--- src/rtl/sar_seq_pkg.sv ---
package sar_seq_pkg;

    typedef logic [1:0] chan_t;

    typedef enum logic [1:0] {
        CKS_SLOW = 2'b00,
        CKS_MID  = 2'b01,
        CKS_FAST = 2'b10,
        CKS_OSC  = 2'b11
    } cks_e;

    typedef enum logic [1:0] {
        PM_NONE = 2'b00,
        PM_CH0  = 2'b01,
        PM_CH01 = 2'b10,
        PM_ALL  = 2'b11
    } pinmode_e;

    typedef struct packed {
        logic start;
        logic abort;
        logic halt;
    } seq_ctl_t;

    // Divisor chosen by a clock-select code.
    function automatic int unsigned div_pick(input cks_e sel,
                                             input int unsigned d0,
                                             input int unsigned d1,
                                             input int unsigned d2,
                                             input int unsigned d3);
        case (sel)
            CKS_SLOW: return d0;
            CKS_MID:  return d1;
            CKS_FAST: return d2;
            default:  return d3;
        endcase
    endfunction

    // A channel is analog when its index is below the pin-mode code.
    function automatic logic chan_is_analog(input pinmode_e pm, input chan_t ch);
        return ch < chan_t'(pm);
    endfunction

    function automatic int unsigned max4(input int unsigned a, input int unsigned b,
                                         input int unsigned c, input int unsigned d);
        int unsigned m;
        m = a;
        if (b > m) m = b;
        if (c > m) m = c;
        if (d > m) m = d;
        return m;
    endfunction

endpackage

--- src/rtl/adc_tad_gen.sv ---
module adc_tad_gen #(
    parameter int DIV_W = 6
) (
    input  logic             clk,
    input  logic             rst,
    input  logic             load,
    input  logic             run,
    input  logic [DIV_W-1:0] reload_in,
    output logic             tad
);
    logic [DIV_W-1:0] cnt_q;
    logic [DIV_W-1:0] reload_q;

    always_ff @(posedge clk) begin
        if (rst) begin
            cnt_q    <= '0;
            reload_q <= '0;
        end else if (load) begin
            cnt_q    <= reload_in;
            reload_q <= reload_in;
        end else if (run) begin
            if (cnt_q == '0) cnt_q <= reload_q;
            else             cnt_q <= cnt_q - 1'b1;
        end
    end

    assign tad = run && (cnt_q == '0);

    // the divisor in use is frozen for the whole conversion
    a_r8_divisor_frozen: assert property (@(posedge clk) disable iff (rst)
        (run && $past(run)) |-> $stable(reload_q));

    // strobes never occur on back-to-back cycles for divisors above one
    a_r3_tad_spacing: assert property (@(posedge clk) disable iff (rst)
        (tad && reload_q != '0) |=> !tad);

endmodule

--- src/rtl/adc_sar_core.sv ---
module adc_sar_core
    import sar_seq_pkg::*;
#(
    parameter int RES_W  = 8,
    parameter int N_TADS = 13,
    parameter int STEP_W = 4
) (
    input  logic             clk,
    input  logic             rst,
    input  seq_ctl_t         ctl,
    input  logic             tad,
    input  logic             cmp,
    output logic             busy,
    output logic             conv_done,
    output logic [RES_W-1:0] result,
    output logic [RES_W-1:0] dac_code
);
    logic              busy_q;
    logic [STEP_W-1:0] step_q;
    logic [RES_W-1:0]  res_q;
    logic [RES_W-1:0]  trial_vec;
    logic              last_step;

    always_comb begin
        for (int i = 0; i < RES_W; i++) begin
            trial_vec[i] = busy_q && (step_q == STEP_W'(RES_W - i));
        end
    end

    assign last_step = (step_q == STEP_W'(N_TADS - 1));
    assign conv_done = busy_q && tad && last_step && !ctl.halt && !ctl.abort;

    always_ff @(posedge clk) begin
        if (rst) begin
            busy_q <= 1'b0;
            step_q <= '0;
            res_q  <= '0;
        end else if (ctl.halt || ctl.abort) begin
            busy_q <= 1'b0;
            step_q <= '0;
        end else if (ctl.start) begin
            busy_q <= 1'b1;
            step_q <= '0;
            res_q  <= '0;
        end else if (busy_q && tad) begin
            if (cmp) res_q <= res_q | trial_vec;
            if (last_step) begin
                busy_q <= 1'b0;
                step_q <= '0;
            end else begin
                step_q <= step_q + 1'b1;
            end
        end
    end

    assign busy     = busy_q;
    assign result   = res_q;
    assign dac_code = res_q | trial_vec;

    // at most one trial bit sits above the resolved bits
    a_r11_single_trial: assert property (@(posedge clk) disable iff (rst)
        $onehot0(dac_code ^ result));

    // an abort leaves the partial result untouched
    a_r6_abort_keeps: assert property (@(posedge clk) disable iff (rst)
        ctl.abort |=> ($stable(res_q) && !busy_q));

    // sleep stops the sequencer
    a_r9_halt_idle: assert property (@(posedge clk) disable iff (rst)
        ctl.halt |=> !busy_q);

    // completion clears busy by itself
    a_r5_done_clears: assert property (@(posedge clk) disable iff (rst)
        conv_done |=> !busy_q);

    // the step counter stays inside the conversion
    a_r4_step_range: assert property (@(posedge clk) disable iff (rst)
        busy_q |-> (step_q < STEP_W'(N_TADS)));

endmodule

--- src/rtl/adc_sel_regs.sv ---
module adc_sel_regs
    import sar_seq_pkg::*;
(
    input  logic     clk,
    input  logic     rst,
    input  logic     halt,
    input  logic     en_wr,
    input  logic     en_din,
    input  logic     chs_wr,
    input  chan_t    chs_din,
    input  logic     cks_wr,
    input  cks_e     cks_din,
    input  logic     pm_wr,
    input  pinmode_e pm_din,
    input  logic     busy,
    input  logic     conv_end,
    output logic     en_q,
    output chan_t    chan_q,
    output cks_e     cks_q,
    output pinmode_e pm_q
);
    chan_t pend_q;
    logic  pend_vld_q;

    always_ff @(posedge clk) begin
        if (rst) begin
            en_q       <= 1'b0;
            chan_q     <= '0;
            pend_q     <= '0;
            pend_vld_q <= 1'b0;
            cks_q      <= CKS_OSC;
            pm_q       <= PM_ALL;
        end else begin
            if (en_wr) en_q <= en_din;
            if (pm_wr) pm_q <= pm_din;
            if (halt) begin
                chan_q     <= '0;
                pend_vld_q <= 1'b0;
                cks_q      <= CKS_OSC;
            end else begin
                if (cks_wr) cks_q <= cks_din;
                if (conv_end) begin
                    if (chs_wr)          chan_q <= chs_din;
                    else if (pend_vld_q) chan_q <= pend_q;
                    pend_vld_q <= 1'b0;
                end else if (chs_wr) begin
                    if (busy) begin
                        pend_q     <= chs_din;
                        pend_vld_q <= 1'b1;
                    end else begin
                        chan_q <= chs_din;
                    end
                end
            end
        end
    end

    // the applied channel moves only while idle, at a conversion end, or on sleep
    a_r7_chan_hold: assert property (@(posedge clk) disable iff (rst)
        !$stable(chan_q) |-> ($past(!busy) || $past(conv_end) || $past(halt)));

    // sleep restores the channel and clock-select defaults
    a_r9_sleep_defaults: assert property (@(posedge clk) disable iff (rst)
        halt |=> (chan_q == 2'b00 && cks_q == CKS_OSC));

endmodule

--- src/rtl/sar_adc_seq.sv ---
module sar_adc_seq
    import sar_seq_pkg::*;
#(
    parameter int RES_W       = 8,
    parameter int SETTLE_TADS = 4,
    parameter int DIV_SEL0    = 32,
    parameter int DIV_SEL1    = 16,
    parameter int DIV_SEL2    = 8,
    parameter int DIV_SEL3    = 4
) (
    input  logic             clk,
    input  logic             rst,
    input  logic             en_wr,
    input  logic             en_din,
    input  logic             go_wr,
    input  logic             go_din,
    input  logic             chs_wr,
    input  logic [1:0]       chs_din,
    input  logic             cks_wr,
    input  logic [1:0]       cks_din,
    input  logic             pm_wr,
    input  logic [1:0]       pm_din,
    input  logic             sleep_req,
    input  logic             cmp_in,
    output logic [RES_W-1:0] dac_code,
    output logic [1:0]       chan_sel,
    output logic [RES_W-1:0] result,
    output logic             busy,
    output logic             samp_valid
);
    localparam int N_TADS  = 1 + RES_W + SETTLE_TADS;
    localparam int STEP_W  = $clog2(N_TADS + 1);
    localparam int DIV_MAX = int'(max4(DIV_SEL0, DIV_SEL1, DIV_SEL2, DIV_SEL3));
    localparam int DIV_W   = $clog2(DIV_MAX + 1);

    seq_ctl_t         ctl;
    logic             en_q;
    chan_t            chan_q;
    cks_e             cks_q;
    pinmode_e         pm_q;
    logic             tad;
    logic             conv_done;
    logic [DIV_W-1:0] reload_val;

    assign ctl.halt  = sleep_req;
    assign ctl.start = go_wr && go_din && en_q && !busy && !sleep_req;
    assign ctl.abort = go_wr && !go_din && busy && !sleep_req;

    assign reload_val = DIV_W'(div_pick(cks_q, DIV_SEL0, DIV_SEL1, DIV_SEL2, DIV_SEL3) - 1);

    adc_sel_regs u_sel (
        .clk      (clk),
        .rst      (rst),
        .halt     (sleep_req),
        .en_wr    (en_wr),
        .en_din   (en_din),
        .chs_wr   (chs_wr),
        .chs_din  (chs_din),
        .cks_wr   (cks_wr),
        .cks_din  (cks_e'(cks_din)),
        .pm_wr    (pm_wr),
        .pm_din   (pinmode_e'(pm_din)),
        .busy     (busy),
        .conv_end (conv_done || ctl.abort),
        .en_q     (en_q),
        .chan_q   (chan_q),
        .cks_q    (cks_q),
        .pm_q     (pm_q)
    );

    adc_tad_gen #(.DIV_W(DIV_W)) u_tad (
        .clk       (clk),
        .rst       (rst),
        .load      (ctl.start),
        .run       (busy),
        .reload_in (reload_val),
        .tad       (tad)
    );

    adc_sar_core #(
        .RES_W  (RES_W),
        .N_TADS (N_TADS),
        .STEP_W (STEP_W)
    ) u_core (
        .clk       (clk),
        .rst       (rst),
        .ctl       (ctl),
        .tad       (tad),
        .cmp       (cmp_in),
        .busy      (busy),
        .conv_done (conv_done),
        .result    (result),
        .dac_code  (dac_code)
    );

    assign chan_sel   = chan_q;
    assign samp_valid = chan_is_analog(pm_q, chan_q);

    // a start write with the enable bit low is ignored
    a_r2_no_start_disabled: assert property (@(posedge clk) disable iff (rst)
        (go_wr && go_din && !en_q && !busy) |=> !busy);

    // an accepted start raises busy on the next cycle
    a_r2_start_busy: assert property (@(posedge clk) disable iff (rst)
        ctl.start |=> busy);

    // pin mode 00 never validates a channel
    a_r10_none_analog: assert property (@(posedge clk) disable iff (rst)
        (pm_q == PM_NONE) |-> !samp_valid);

endmodule

--- config.mk ---
export PLATFORM = sky130hd
export DESIGN_NAME = sar_adc_seq
export DESIGN_NICKNAME = d
export VERILOG_FILES = /design/src/rtl/sar_seq_pkg.sv /design/src/rtl/adc_tad_gen.sv /design/src/rtl/adc_sar_core.sv /design/src/rtl/adc_sel_regs.sv /design/src/rtl/sar_adc_seq.sv
export SDC_FILE = /design/constraint.sdc
export NUM_CORES = 1
export LEC_CHECK = 0
export BUFFER_PORTS_ARGS = -buffer_cell sky130_fd_sc_hd__buf_2
export CAP_MARGIN = 20
export CORE_UTILIZATION = 35
export CTS_CLUSTER_DIAMETER = 100
export DETAILED_ROUTE_END_ITERATION = 8
export PLACE_DENSITY = 0.65
export SYNTH_ARGS = -nofsm -noshare
export SYNTH_HDL_FRONTEND = slang
export SYNTH_SLANG_ARGS = --single-unit
export TNS_END_PERCENT = 20
--- constraint.sdc ---
create_clock -name clk -period 2 [get_ports clk]
set_input_delay 0 -clock clk [delete_from_list [all_inputs] [get_ports clk]]
set_output_delay 0 -clock clk [all_outputs]
set_load 0.01 [all_outputs]
# Yosys cells after proc, flatten, opt, wreduce, memory -nomap -nowiden

Index checks and enable logic that the tools add are counted.

Order comparisons: 1
Reductions and logical operators: 43
$add $sub $neg: 3
Bitwise logic cells: 4
Eq/ne operators: 12
Muxes and demuxes: 16

Operator list:

| operator              | count |
|---|---|
| $mux W8               | 3 |
| $logic_and A1 B1 Y1   | 20 |
| $mux W6               | 3 |
| $pmux W6 S3           | 1 |
| $eq A4 B3 Y1 const B  | 4 |
| $reduce_bool A2 Y1    | 6 |
| $sub A6 B1 Y6 const B | 2 |
| $mux W2               | 5 |
| $eq A4 B2 Y1 const B  | 2 |
| $eq A4 B4 Y1 const B  | 2 |
| $or A8 B8 Y8          | 1 |
| $logic_not A6 Y1      | 1 |
| $reduce_and A3 Y1     | 2 |
| $reduce_or A3 Y1      | 2 |
| $add A4 B1 Y4 const B | 1 |
| $eq A4 B1 Y1 const B  | 1 |
| $logic_not A1 Y1      | 4 |
| $mux W4               | 1 |
| $reduce_and A2 Y1     | 2 |
| $reduce_and A4 Y1     | 1 |
| $reduce_or A2 Y1      | 2 |
| $mux W1               | 3 |
| $not A1 Y1            | 3 |
| $eq A2 B1 Y1 const B  | 1 |
| 5 further kinds       | 6 |

Output and inout port bits: 20
Bits in registers: 35
Bits of input ports: 17

# Depth between registers and ports, before layout

Depth in word-level cells: 9
Mapped depth: 7
Depth with buffers taken out: 6

# Hierarchy

Synthesis repeated with hierarchy kept, for this count alone.

Cell total of the unflattened synthesis: 198
Area total of the unflattened synthesis: 1860.5 um2

Modules (own cells, without submodules):

| module       | seq. area each (um2) | area an instance (um2) | instances | cells each |
|---|---|---|---|---|
| adc_tad_gen  | 240.2                | 715.7                  | 1         | 78 |
| adc_sar_core | 260.2                | 654.4                  | 1         | 68 |
| adc_sel_regs | 200.2                | 412.9                  | 1         | 39 |
| sar_adc_seq  | 0.0                  | 77.6                   | 1         | 13 |

# Least setup slack after synthesis

Ideal clock, no wire load.

Path kind: reg2reg
From: register u_core.step_q[0]
To: register u_sel.chan_q[1]
Required time: 1.926 ns
Data arrival time: 1.550 ns
Cell stages (with the launch flop): 8
Setup slack: 0.376 ns
Library setup time: 0.074 ns
Path through: dfxtp_1 inv_1 ha_1 and2_1 clkbuf_1 and4_1 or2_2 a31oi_1

Cells in the longest elaborated chain, start to end: 7
Elaborated cells between the ends (all ways): 9
Classes of those cells: 2 x eq/ne; 1 x mux; 6 x reduce/logical

Ends and longest elaborated chain:

| item                                                                | RTL line           | source |
|---|---|---|
| start: declaration                                                  | adc_sar_core.sv:19 | `logic [STEP_W-1:0] step_q;` |
| start signal: assignment                                            | adc_sar_core.sv:51 | `step_q <= step_q + 1'b1;` |
| $eq A4 B4 Y1 *                                                      | adc_sar_core.sv:30 | `assign last_step = (step_q == STEP_W'(N_TADS - 1));` |
| $logic_and A1 B1 Y1 * (3 in a row)                                  | adc_sar_core.sv:31 | `assign conv_done = busy_q && tad && last_step && !ctl.halt && !ctl.abort;` |
| $logic_or A1 B1 Y1 *                                                | sar_adc_seq.sv:64  | `.conv_end (conv_done \|\| ctl.abort),` |
| $ne A2 B2 Y1 (no source line) or $reduce_bool A2 Y1 (tied branches) | n/a                |  |
| $reduce_and A3 Y1 (no source line)                                  | n/a                |  |
| end signal: assignment                                              | adc_sel_regs.sv:43 | `if (chs_wr) chan_q <= chs_din;` |
| end signal: assignment                                              | adc_sel_regs.sv:44 | `else if (pend_vld_q) chan_q <= pend_q;` |
| end signal: assignment                                              | adc_sel_regs.sv:51 | `chan_q <= chs_din;` |
| end: declaration                                                    | adc_sel_regs.sv:18 | `output chan_t chan_q,` |

Mark *: on every way between the ends. The rest lies on a longest branch, timed or not.
A chain may end at the register's enable or synchronous reset.

# Worst setup path after layout

From: register u_tad.cnt_q[0]
To: register u_sel.chan_q[1]

Cells in the longest elaborated chain, start to end: 9
Elaborated cells between the ends (all ways): 11
Classes of those cells: 1 x eq/ne; 1 x mux; 9 x reduce/logical

Ends and longest elaborated chain:

| item                                                                | RTL line           | source |
|---|---|---|
| start: declaration                                                  | adc_tad_gen.sv:11  | `logic [DIV_W-1:0] cnt_q;` |
| start signal: assignment                                            | adc_tad_gen.sv:19  | `cnt_q <= reload_in;` |
| start signal: assignment                                            | adc_tad_gen.sv:22  | `if (cnt_q == '0) cnt_q <= reload_q;` |
| start signal: assignment                                            | adc_tad_gen.sv:23  | `else cnt_q <= cnt_q - 1'b1;` |
| $logic_not A6 Y1 *                                                  | adc_tad_gen.sv:27  | `assign tad = run && (cnt_q == '0);` |
| $logic_and A1 B1 Y1 *                                               | adc_tad_gen.sv:27  |  |
| $logic_and A1 B1 Y1 * (4 in a row)                                  | adc_sar_core.sv:31 |  |
| $logic_or A1 B1 Y1 *                                                | sar_adc_seq.sv:64  |  |
| $ne A2 B2 Y1 (no source line) or $reduce_bool A2 Y1 (tied branches) | n/a                |  |
| $reduce_and A3 Y1 (no source line)                                  | n/a                |  |

Marks and branches as above.

==> impl.org <==
** Final layout
- Layout overhead on the synthesized area :: 29.2%
- Proportion of layout cells with a drive suffix above 1 :: 0.240
- For this run, the number of standard cells in the final layout without fillers is 329.
- Summing all multi-input logic gate instances after layout gives 1100 sq um.
- In the final layout, flip-flops and latches occupy 661 sq um.
- Number of fillers in the final layout :: 495
- Count of nets after finishing :: 285
- 0 antenna diodes ended up in the layout.

** Routing
- Via density per instance :: 5.15
- Drt drc :: 0
- For this run, the detailed router's first-pass iteration total came to 4.
- After the first detailed-routing iteration, the DRC count stood at 77.
- After detailed routing, the total wire length is 4420 um.
- Detailed route wirelength on metal3 :: 172 um
- After detailed routing, the average wire length per cell comes to 13.4 um.
- DR vias :: 1,695
- The detailed router used layers up to and including met4.
- The detail route stage leaves a number of antenna-violating nets equal to 0.
- Wl on met1 :: 2230 um
- Summed over all nets, wire length on met2 after detailed routing comes to 1930 um.

** Global route
- Number of antenna violations at the first check in global routing :: 0
- In the global route stage, overall resource usage came out at 0.170.
- Global route total overflow :: 0
- The number of global-route vias before repair was 1,596.
- The first global-routing pass estimated 7200 um of wire.
- Pin count of the biggest net entering global routing :: 18

** Clocking
- TritonCTS sink count :: 33
- CTS root buf :: clkbuf_8
- The number of clock buffers added by TritonCTS is 5.
- The longest clock path from root to sink contains 2 buffers.
- TritonCTS built the clock tree.
- Clock-pin slew of the registers on the worst-case setup and hold paths :: 0.07 ns
- Buffers added to address setup during post-CTS repair amount to 0.
- Clock insertion delay at the later pin of the skew report :: 0.29 ns
- CTS built an H-tree with a depth of 2.
- Number of gates given a new drive strength after cts :: 0

** STA
- The worst pin sits at a relative slew slack of 0.653.
- The count of endpoints failing hold in the final timing report came to 0.
- Unrepaired setup endpoints after global routing :: no
- Timing would allow up to 0.578 GHz.
- Clock period minus worst slack :: 1.73 ns
- Setup violations remaining at the end of the flow were counted as 0.
- Adding up every negative setup slack in the final design gives 0 ns.
- Portion of the clock cycle consumed by the worst path in the final layout :: 0.865
- Max Clock Skew :: 0.00775 ns
- Worst path setup slack after routing :: 0.269 ns
- Least-Margin Pin Slew :: 0.518 ns
- Max-slew violation count :: 0

** Power
- The share of total power dissipated in combinational logic is 0.095.
- Proportion of power drawn by flip-flops and latches :: 0.460
- Internal power :: 1.14 mW
- The worst-case IR drop observed on VDD is 0.000421 V.
- Power dissipated by switching net loads :: 0.327 mW
- Static leakage :: 1.05 nW
- Of the total power, the share spent switching nets is 0.223.
- In this run the power density over the cells is 621 nW/um^2.
- Power share of the clock group :: 0.445

** Synthesis
- Cells after Synth :: 205
- Yosys mapped the design onto 53 distinct sky130hd cell types.
- Of all flip-flops after synthesis, the portion carrying an async set or reset was 0.
- In this run, synthesis produced a sequential element count of 33.
- Part of the Yosys area used for sequential elements :: 0.360
- Top cells by count, synth :: dfxtp_1 (33), nor2_1 (18), nand2_1 (14)
- The most used flip-flop cell after synthesis is dfxtp_1.
- Syn_nets :: 229
- Total number of yosys warnings :: 0
- A synthesized cell averages 8.94 sq um.
- Among all cell types in the netlist, the one instantiated most often is dfxtp_1.
- Cells taking the most area after synthesis :: dfxtp_1 (36%), ha_1 (4.8%), nor2_1 (3.7%)
- Cell taking the most area after synthesis :: dfxtp_1
- EDFF count, synth :: 0
- Mapped cell area :: 1830 sq um
- Area share of the largest cell type after synthesis :: 0.360

** Floorplanning
- Effective utilization at floorplan :: 0.376
- Area of the placeable core :: 4880 sq um
- The die covers 5530 sq um.
- 37 I/O pins were placed.
- DIE WIDTH :: 74.4 um
- The initialized floorplan defines 25 standard-cell rows.
- In this run the vertical extent of the chip is 74.4 um.

** Setup path
- Worst EP arrival :: 1.96 ns
- In this run the critical register-to-register path is captured at u_sel.chan_q[1]$_SDFFE_PP0P_.
- Walking the worst path, the cells encountered are inv_1 > ha_1 > and4b_1 > and4_1 > or2_2 > a31oi_1.
- Across all register-to-register paths, the minimum setup slack is 0.27 ns.
- Worst-case reg-to-reg path depth :: 6
- Slowest Stage Delay on Critical Path :: 0.42 ns
- Sum of buffers and inverters on the critical path :: 1
- Kind of capture point of the worst setup path :: register
- Startpoint types :: register
- In this design, the largest share of critical-path delay is due to simple AND/OR/NAND/NOR gates.
- Library cell contributing the largest single delay on the critical path :: dfxtp_1
- In this run the worst path has a maximum fanout of 6.
- In this run the critical register-to-register path is launched from u_tad.cnt_q[0]$_SDFFE_PP0P_.
- By startpoint and endpoint, the worst setup path is classified as register to register.
- Data on the critical path is required at its endpoint by 2.23 ns.

** Placement
- Placer's final routability congestion estimate :: 0.841
- Input and output buffers added on the ports amount to 36.
- Half-perimeter wire length after detailed placement :: 3130 um
- Post-place setup slack :: 0.276 ns
- Counting tap cells, the placed design contains a total of 308 instances.

** Hold path
- Path category of the worst min-delay check :: input pin to register
- The worst hold path terminates at u_sel.pend_vld_q$_SDFFE_PP0P_.
- The worst hold path was traced through 3 stages.
- Worst Min Path Start :: chs_wr

** Flow run
- The tool flagged a number of max-cap violations equal to 0.

** Status
- The flow ran to the end, and the final reports show no timing, DRC or antenna violations.
[cell families (layout without fill, tap and decap cells)]
| kind of cell | count (synthesis) | count (layout) | share of synthesized area |
|---|---|---|---|
| AND/OR/NAND/NOR | 79 | 79 | 0.273 |
| AO/OA/AOI/OAI | 56 | 56 | 0.208 |
| flip-flops | 33 | 33 | 0.360 |
| buffers and inverters | 16 | 73 | 0.0375 |
| multiplexers | 8 | 8 | 0.0451 |
| adder cells (fa/ha/maj) | 7 | 7 | 0.0478 |
| XOR/XNOR | 6 | 6 | 0.0287 |
[layer usage]
metal / GRT usage / vias to the layer above
li1: - / 862
met1: 0.224 / 773
met2: 0.268 / 49
met3: 0.0366 / 11
met4: 0.0755 / 0
met5: 0 / -
[sequential cells by signal, indices dropped and copies added (netlist names)]
signal and flops:
u_core.result 8, u_sel.pend_q 2, u_tad.cnt_q 6, u_core.busy 1, u_sel.en_q 1, u_sel.pend_vld_q 1, u_core.step_q 4, u_sel.chan_q 2
u_sel.pm_q 2, u_sel.cks_q 2, u_tad.reload_q 4
[cell type report]
cell class / instances / area share
Multi-Input combinational cell: 156 / 0.466
Timing Repair Buffer: 58 / 0.160
Clock inverter: 1 / 0.0127
Sequential cell: 33 / 0.279
Clock buffer: 7 / 0.0365
Inverter: 7 / 0.0111
Tap cell: 67 / 0.0354
[worst register-to-register path, cell delays in order (launching register included)]
cell     delay (ns)
dfxtp_1        0.42
inv_1          0.10
ha_1           0.22
and4b_1        0.25
and4_1         0.25
or2_2          0.29
a31oi_1        0.15
[layout by cell type (no fill, tap or decap), types with 4 or more instances in the layout]
master         count
inv_1              7
o211ai_1           6
a21o_1             8
ha_1               7
nand3_1            4
buf_4              9
o21ai_0           10
nand3b_1           4
nand2_1           14
nand2b_1           4
mux2i_1            6
a21oi_1           10
dlygate4sd3_1     13
buf_2             36
dfxtp_1           33
a31oi_1            4
nor2_1            18
clkbuf_8           6
nor3_1             6
a22o_1             7
[worst max path at each step]
stage	from	endpoint	depth (start not counted)
after floorplan	u_core.step_q[0]$_SDFFE_PP0P_	u_sel.chan_q[1]$_SDFFE_PP0P_	7
after global placement	u_tad.cnt_q[0]$_SDFFE_PP0P_	u_sel.chan_q[1]$_SDFFE_PP0P_	6
after detailed placement	u_tad.cnt_q[0]$_SDFFE_PP0P_	u_sel.chan_q[1]$_SDFFE_PP0P_	6
after CTS	u_tad.cnt_q[0]$_SDFFE_PP0P_	u_sel.chan_q[1]$_SDFFE_PP0P_	6
after global routing	u_tad.cnt_q[0]$_SDFFE_PP0P_	u_tad.cnt_q[1]$_SDFFE_PP0P_	7
final	u_tad.cnt_q[0]$_SDFFE_PP0P_	u_sel.chan_q[1]$_SDFFE_PP0P_	6
[power by group through the flow]
stage,registers (mW),clock network (mW),logic [mW]
floorplan,0.690,0,0.0698
global placement,0.691,0,0.116
detailed placement,0.691,0,0.116
CTS,0.676,0.671,0.139
global route,0.677,0.703,0.154
finish,0.676,0.654,0.140
[through the flow]
stage | util | power [mW] | hold WS, ns | cell area, sq um
floorplan | - | 0.759 | 0.126 | 1830
finish | 0.485 | 1.47 | 0.0468 | 2370
CTS | 0.485 | 1.49 | 0.0357 | 2370
global placement | 0.435 | 0.806 | 0.211 | 2120
detailed placement | 0.435 | 0.807 | 0.221 | 2120
global route | 0.485 | 1.53 | 0.0599 | 2370
[repair_timing]
| action | CTS | global route |
|---|---|---|
| hold buffers | 13 | 0 |
| hold endpoints to repair | 7 | 0 |
| setup endpoints to repair | 0 | 0 |
Note: power is estimated with default switching activity, not from simulation.
